===== config.mk =====
export PLATFORM = sky130hd
export DESIGN_NAME = vit_traceback
export DESIGN_NICKNAME = d
export VERILOG_FILES = /design/src/rtl/vtb_pkg.sv /design/src/rtl/vtb_addr.sv /design/src/rtl/vtb_walker.sv /design/src/rtl/vit_traceback.sv
export SDC_FILE = /design/constraint.sdc
export NUM_CORES = 1
export LEC_CHECK = 0
export ABC_AREA = 1
export BUFFER_PORTS_ARGS = -buffer_cell sky130_fd_sc_hd__buf_2
export CELL_PAD_IN_SITES_DETAIL_PLACEMENT = 0
export CELL_PAD_IN_SITES_GLOBAL_PLACEMENT = 1
export CORE_ASPECT_RATIO = 0.9
export CORE_MARGIN = 5
export CORE_UTILIZATION = 45
export DETAILED_ROUTE_END_ITERATION = 8
export GPL_TIMING_DRIVEN = 0
export PLACE_DENSITY = 0.9
export SLEW_MARGIN = 40
export SYNTH_ARGS = -nofsm -noshare
export SYNTH_HDL_FRONTEND = slang
export SYNTH_SLANG_ARGS = --single-unit
export TNS_END_PERCENT = 30

===== constraint.sdc =====
create_clock -name clk -period 5.8 [get_ports clk]
set_input_delay 0.58 -clock clk [delete_from_list [all_inputs] [get_ports clk]]
set_output_delay 0.58 -clock clk [all_outputs]
set_load 0.05 [all_outputs]

===== src/rtl/vtb_pkg.sv =====
package vtb_pkg;

    localparam int K_MIN    = 5;
    localparam int K_MAX    = 9;
    localparam int SW       = K_MAX - 1;                 // state register width
    localparam int DW       = 8;                         // decisions per word
    localparam int SEL_W    = $clog2(DW);                // bit-select width
    localparam int WIDX_W   = SW - SEL_W;                // word index width
    localparam int WLEN_MUL = 6;                         // window = 6 * K
    localparam int CW       = $clog2(WLEN_MUL * K_MAX + 1);
    localparam int SHIFT_W  = $clog2(K_MAX - SEL_W);     // row stride log2 range

    typedef logic [SW-1:0]      state_t;
    typedef logic [DW-1:0]      word_t;
    typedef logic [CW-1:0]      stage_t;
    typedef logic [3:0]         klen_t;
    typedef logic [WIDX_W-1:0]  widx_t;
    typedef logic [SHIFT_W-1:0] shamt_t;

    typedef enum logic [1:0] {
        W_IDLE,
        W_PRIME,
        W_RUN
    } phase_e;

    // Mask of the K-1 live state bits
    function automatic state_t mask_of(klen_t k);
        state_t m;
        for (int i = 0; i < SW; i++) begin
            m[i] = (i < int'(k) - 1);
        end
        return m;
    endfunction

    // log2 of words per trellis stage: 2^(K-1) / DW
    function automatic shamt_t wlog_of(klen_t k);
        return shamt_t'(int'(k) - 1 - SEL_W);
    endfunction

    function automatic stage_t wlen_of(klen_t k);
        return stage_t'(WLEN_MUL * int'(k));
    endfunction

    function automatic state_t pred_of(state_t s, logic d, klen_t k);
        return {s[SW-2:0], d} & mask_of(k);
    endfunction

    function automatic widx_t word_of(state_t s);
        return widx_t'(s >> SEL_W);
    endfunction

    function automatic logic msb_of(state_t s, klen_t k);
        logic [$clog2(SW)-1:0] idx;
        idx = ($clog2(SW))'(int'(k) - 2);
        return s[idx];
    endfunction

endpackage


===== src/rtl/vtb_addr.sv =====
module vtb_addr
    import vtb_pkg::*;
#(
    parameter int ADDR_W = 11
) (
    input  logic [ADDR_W-1:0] base,
    input  stage_t            stage,
    input  shamt_t            wlog,
    input  widx_t             widx,
    output logic [ADDR_W-1:0] addr
);

    logic [ADDR_W-1:0] row;

    assign row  = ADDR_W'(stage) << wlog;
    assign addr = base + row + ADDR_W'(widx);

endmodule


===== src/rtl/vtb_walker.sv =====
module vtb_walker
    import vtb_pkg::*;
#(
    parameter int ADDR_W = 11
) (
    input  logic              clk,
    input  logic              rst,
    input  logic              go,
    input  klen_t             k_in,
    input  logic [ADDR_W-1:0] base_in,
    input  state_t            seed,
    output logic              rd_en,
    output logic [ADDR_W-1:0] rd_addr,
    input  word_t             rd_data,
    output logic              step_v,
    output logic              step_bit,
    output logic              last,
    output state_t            cur_state,
    output logic              busy
);

    phase_e            phase;
    state_t            st;
    stage_t            stage;
    klen_t             k_q;
    logic [ADDR_W-1:0] base_q;

    logic   dec;
    state_t nxt;
    stage_t stage_sel;
    widx_t  widx_sel;

    // decision of the current state, then its predecessor
    assign dec = rd_data[st[SEL_W-1:0]];
    assign nxt = pred_of(st, dec, k_q);

    // prime fetches the current state's own word; run fetches the
    // predecessor's word, whose index does not depend on the decision
    assign stage_sel = (phase == W_RUN) ? stage - stage_t'(1) : stage;
    assign widx_sel  = (phase == W_RUN) ? word_of(pred_of(st, 1'b0, k_q))
                                        : word_of(st);

    vtb_addr #(.ADDR_W(ADDR_W)) u_addr (
        .base  (base_q),
        .stage (stage_sel),
        .wlog  (wlog_of(k_q)),
        .widx  (widx_sel),
        .addr  (rd_addr)
    );

    assign rd_en     = (phase == W_PRIME) || ((phase == W_RUN) && (stage != '0));
    assign busy      = (phase != W_IDLE);
    assign cur_state = st;

    always_ff @(posedge clk) begin
        if (rst) begin
            phase    <= W_IDLE;
            st       <= '0;
            stage    <= '0;
            k_q      <= klen_t'(K_MIN);
            base_q   <= '0;
            step_v   <= 1'b0;
            step_bit <= 1'b0;
            last     <= 1'b0;
        end else begin
            step_v <= 1'b0;
            last   <= 1'b0;
            unique case (phase)
                W_IDLE: begin
                    if (go) begin
                        k_q    <= k_in;
                        base_q <= base_in;
                        st     <= seed & mask_of(k_in);
                        stage  <= wlen_of(k_in) - stage_t'(1);
                        phase  <= W_PRIME;
                    end
                end
                W_PRIME: phase <= W_RUN;
                W_RUN: begin
                    step_v   <= 1'b1;
                    step_bit <= msb_of(st, k_q);
                    st       <= nxt;
                    if (stage == '0) begin
                        phase <= W_IDLE;
                        last  <= 1'b1;
                    end else begin
                        stage <= stage - stage_t'(1);
                    end
                end
                default: phase <= W_IDLE;
            endcase
        end
    end

    // per-window step counter used by the count check
    logic [CW:0] vcount;
    always_ff @(posedge clk) begin
        if (rst) begin
            vcount <= '0;
        end else if (phase == W_IDLE && go) begin
            vcount <= '0;
        end else if (step_v) begin
            vcount <= vcount + 1'b1;
        end
    end


    state_mask_chk: assert property (@(posedge clk) disable iff (rst)
        busy |-> ((st & ~mask_of(k_q)) == '0));


    bit_run_chk: assert property (@(posedge clk) disable iff (rst)
        (step_v && !last) |=> step_v);


    bit_count_chk: assert property (@(posedge clk) disable iff (rst)
        last |-> (int'(vcount) + 1 == int'(wlen_of(k_q))));


    cfg_hold_chk: assert property (@(posedge clk) disable iff (rst)
        busy |=> ($stable(k_q) && $stable(base_q)));

endmodule


===== src/rtl/vit_traceback.sv =====
module vit_traceback
    import vtb_pkg::*;
#(
    parameter int ADDR_W = 11
) (
    input  logic              clk,
    input  logic              rst,
    input  logic [3:0]        cfg_k,
    input  logic              start,
    input  logic [ADDR_W-1:0] trc_base,
    input  logic [ADDR_W-1:0] warm_base,
    output logic              trc_rd_en,
    output logic [ADDR_W-1:0] trc_rd_addr,
    input  logic [DW-1:0]     trc_rd_data,
    output logic              warm_rd_en,
    output logic [ADDR_W-1:0] warm_rd_addr,
    input  logic [DW-1:0]     warm_rd_data,
    output logic              bit_out,
    output logic              bit_valid,
    output logic              done
);

    logic   go;
    logic   trc_busy;
    logic   trc_last;
    state_t trc_state_unused;
    logic   warm_step_v;
    logic   warm_bit_unused;
    logic   warm_last;
    state_t warm_state;
    logic   warm_busy_unused;
    state_t seed_q;
    state_t seed_in;

    assign go = start && !trc_busy;

    // hand-over: take the fresh warm-up result if it lands this cycle
    assign seed_in = warm_last ? warm_state : seed_q;

    always_ff @(posedge clk) begin
        if (rst) begin
            seed_q <= '0;
        end else if (warm_last) begin
            seed_q <= warm_state;
        end
    end

    vtb_walker #(.ADDR_W(ADDR_W)) u_trc (
        .clk       (clk),
        .rst       (rst),
        .go        (go),
        .k_in      (cfg_k),
        .base_in   (trc_base),
        .seed      (seed_in),
        .rd_en     (trc_rd_en),
        .rd_addr   (trc_rd_addr),
        .rd_data   (trc_rd_data),
        .step_v    (bit_valid),
        .step_bit  (bit_out),
        .last      (trc_last),
        .cur_state (trc_state_unused),
        .busy      (trc_busy)
    );

    vtb_walker #(.ADDR_W(ADDR_W)) u_warm (
        .clk       (clk),
        .rst       (rst),
        .go        (go),
        .k_in      (cfg_k),
        .base_in   (warm_base),
        .seed      ('0),
        .rd_en     (warm_rd_en),
        .rd_addr   (warm_rd_addr),
        .rd_data   (warm_rd_data),
        .step_v    (warm_step_v),
        .step_bit  (warm_bit_unused),
        .last      (warm_last),
        .cur_state (warm_state),
        .busy      (warm_busy_unused)
    );

    assign done = trc_last;


    lockstep_chk: assert property (@(posedge clk) disable iff (rst)
        (trc_rd_en == warm_rd_en) && (bit_valid == warm_step_v));


    done_pulse_chk: assert property (@(posedge clk) disable iff (rst)
        done |=> !done);


    done_with_bit_chk: assert property (@(posedge clk) disable iff (rst)
        done |-> bit_valid);


    seed_end_chk: assert property (@(posedge clk) disable iff (rst)
        warm_last |-> trc_last);

endmodule


==> results.py <==
metrics = {
    "outcome": {
        "outcome": "completed",
    },
    "clock_network": {
        "clk_latency_ns": 0.34,
        "post_cts_buffers": 0,
        "ctsLongestPathBuffers": 2,
        "cts-root-buf": "clkbuf_16",
        "ctsHoldBuffers": 0,
        "clkTransAtPathRegs_ns": 0.06,
        "cts.htree.levels": 3,
        "cts_made_buffers": 9,
        "cts_tree": "yes",
        "cts_sinks": 74,
        "cts_resized": 0,
    },
    "power": {
        "p_sw_mw": 1.02,
        "pwr-share-clk": 0.267,
        "power.density_nw_per_um2": 340,
        "p_sw_frac": 0.460,
        "power_frac_comb": 0.470,
        "internal-power_mw": 1.20,
        "p_leak_nw": 3.21,
        "peakVddDrop_mv": 0.158,
        "seqPwrFrac": 0.263,
    },
    "run": {
        "cap_violations": 0,
    },
    "grt": {
        "grt_pass1_vias": 5137,
        "grt_pass1_wl_um": 25200,
        "grt_max_degree": 15,
        "antenna_found_initial": 0,
        "grt_overflow": 0,
        "grt_usage": 0.208,
    },
    "routing": {
        "ant_nets": 0,
        "drt_first_pass_iters": 4,
        "wire_per_inst_um": 14.0,
        "vias": 5679,
        "via_per_inst": 5.20,
        "initialDrtViolationCount": 365,
        "drc_errors": 0,
        "wirelength_um": 15300,
    },
    "sta": {
        "tns_ns": 0,
        "max_freq_mhz": 192,
        "rsz0062_at_grt": "false",
        "final_hold_viol_count": 0,
        "tightest_slew_ns": 0.777,
        "slew_headroom": 0.482,
        "min_period_ns": 5.22,
        "skew_ns": 0.00860,
        "slew_violations": 0,
        "period_share": 0.899,
        "finalSetupViolations": 0,
        "timing.hold.ws_ns": 0.468,
    },
    "yosys": {
        "synth_cell_types": 41,
        "syn-instance-count": 847,
        "syn_avg_cell_area_um2": 6.68,
        "synth_seq_cells": 74,
        "synth_nets": 950,
        "yosysWarnings": 0,
        "ys_seq_area_frac": 0.262,
        "syn_area_um2": 5660,
    },
    "finish": {
        "layout_common_cells": "181 x nand2_1, 102 x inv_1, 88 x o21ai_0",
        "nNetsFinal": 1031,
        "syn_to_final_growth_pct": 15.2,
        "layout-drive-gt1-share": 0.133,
        "stdcell_area_um2": 6520,
        "antennaDiodeCount": 0,
        "final_common_cell": "nand2_1",
    },
    "floorplan": {
        "die_w_um": 128,
        "core.rowCount": 38,
        "start_util": 0.465,
        "core_area_um2": 12200,
        "ios": 72,
        "dieArea_um2": 14900,
        "die_h_um": 116,
    },
    "critical_path": {
        "critPathKind": "reg -> out",
        "cpMostUsedCell": "nand2_1",
        "slowest_stage": "fa_1",
        "cp.required_ns": 5.22,
        "max_stage_delay_ns": 0.50,
        "worstSetupEndpointType": "output pin",
        "worst_setup_path_start_kind": "flop",
        "worstPathArrival_ns": 4.64,
        "worstPathMaxFanout": 11,
        "ff2ff_setup_slack_ns": 3.54,
        "crit_path_cell_trace": "buf_2, inv_1, clkbuf_1, ha_1, nand2_1, nand2_1, xor2_1, nor2_1, o21ai_0, nand3_1, nand2_1, inv_1, fa_1, inv_1, ha_1, a21oi_1, o21ai_0, a21oi_1, o21ai_0, nand2_1, nand3_1, nand2_1, buf_2",
    },
    "placement": {
        "finalWeightedCongestion": 0.880,
        "place_hpwl_um": 12000,
        "dpl_cell_area_um2": 6210,
        "numPortBuffers": 70,
    },
    "hold_path": {
        "min_path_type": "reg -> reg",
    },
}
-- flip-flops by register name, indices dropped and copies added (netlist names) --
signal and count:
u_warm.cur_state 8, u_warm.last 1, u_trc.last 1, u_trc.phase 2
seed_q 8, u_trc.stage 6, u_warm.phase 2, u_trc.step_v 1
u_warm.base_q 11, u_trc.k_q 4, u_trc.base_q 11, u_warm.k_q 4
u_trc.cur_state 8, u_trc.step_bit 1, u_warm.stage 6
-- final cells by class --
type,count,area (µm²)
Timing Repair Buffer,70,350
Clock inverter,6,72.6
Inverter,109,409
Fill cell,1322,5650
Sequential cell,74,1480
Multi-Input combinational cell,637,3640
Buffer,27,131
Tap cell,160,200
Clock buffer,10,239
-- critical path: cells and delay by family (launching register included) --
family | cells | cell delay (ns)
compound gates | 5 | 0.81
xor+xnor | 1 | 0.29
fa+ha+maj | 3 | 1.08
buf+inv | 6 | 1.06
flops | 1 | 0.29
simple gates | 8 | 0.74
-- routing by layer --
layer	global-route usage	vias up	wire length [µm]
met3	0.0343	11	793
met1	0.327	2584	8310
li1	-	2949	-
met2	0.300	135	6030
met5	0	-	0
met4	0.0403	0	121
-- final timing paths --
check / startpoint / to / cells past startpoint
max: u_trc.k_q[2]$_SDFFE_PP1P_ / trc_rd_addr[8] / 23
min: u_warm.cur_state[3]$_SDFFE_PP0P_ / u_warm.cur_state[3]$_SDFFE_PP0P_ / 2
max reg2reg: u_trc.k_q[2]$_SDFFE_PP1P_ / u_trc.cur_state[0]$_SDFFE_PP0P_ / 12
min reg2reg: u_warm.cur_state[3]$_SDFFE_PP0P_ / u_warm.cur_state[3]$_SDFFE_PP0P_ / 2
-- cell usage after synthesis, drive strengths merged --
cell      n  area share
inv     109       0.072
ha       45       0.099
xnor2     3      0.0046
o211ai    5      0.0066
nand3    67       0.061
a21oi    76       0.069
o21a      5      0.0066
nor3      6      0.0053
and2      1      0.0011
nand2   183        0.12
a21o      2      0.0027
o311ai    1      0.0015
nand3b    4      0.0053
nor4      1      0.0011
fa       13       0.046
o22ai     2      0.0022
nor2     75       0.053
o21ai   102       0.091
clkbuf   12      0.0080
dfxtp    74        0.26
xor2     21       0.034
a22oi     3      0.0040
buf      15       0.015
or2       6      0.0066
a211oi    4      0.0053
nand4     7      0.0077
mux2i     1      0.0018
a31oi     4      0.0044
-- per-stage QoR --
stage,worst slack [ns],cells,total power [mW],utilization
floorplan,1.22,847,1.41,-
global placement,1.03,1077,1.63,0.510
detailed placement,1.03,1077,1.63,0.510
CTS,0.646,1093,2.22,0.536
global route,0.244,1093,2.37,0.536
finish,0.585,1093,2.22,0.536
-- power groups by stage --
stage	clock network [mW]	logic (mW)	registers (mW)
after floorplan	0	0.816	0.590
after global placement	0	1.04	0.594
after detailed placement	0	1.04	0.594
after CTS	0.601	1.04	0.583
after global routing	0.621	1.16	0.589
final	0.592	1.04	0.584
-- cells by family after synthesis --
group,synth area share
AO/OA/AOI/OAI,0.193
AND/OR/NAND/NOR,0.264
flip-flops,0.262
multiplexers,0.00177
adder cells (fa/ha/maj),0.145
buffers and inverters,0.0955
XOR/XNOR,0.0385
Power figures use the tool's default switching activity.
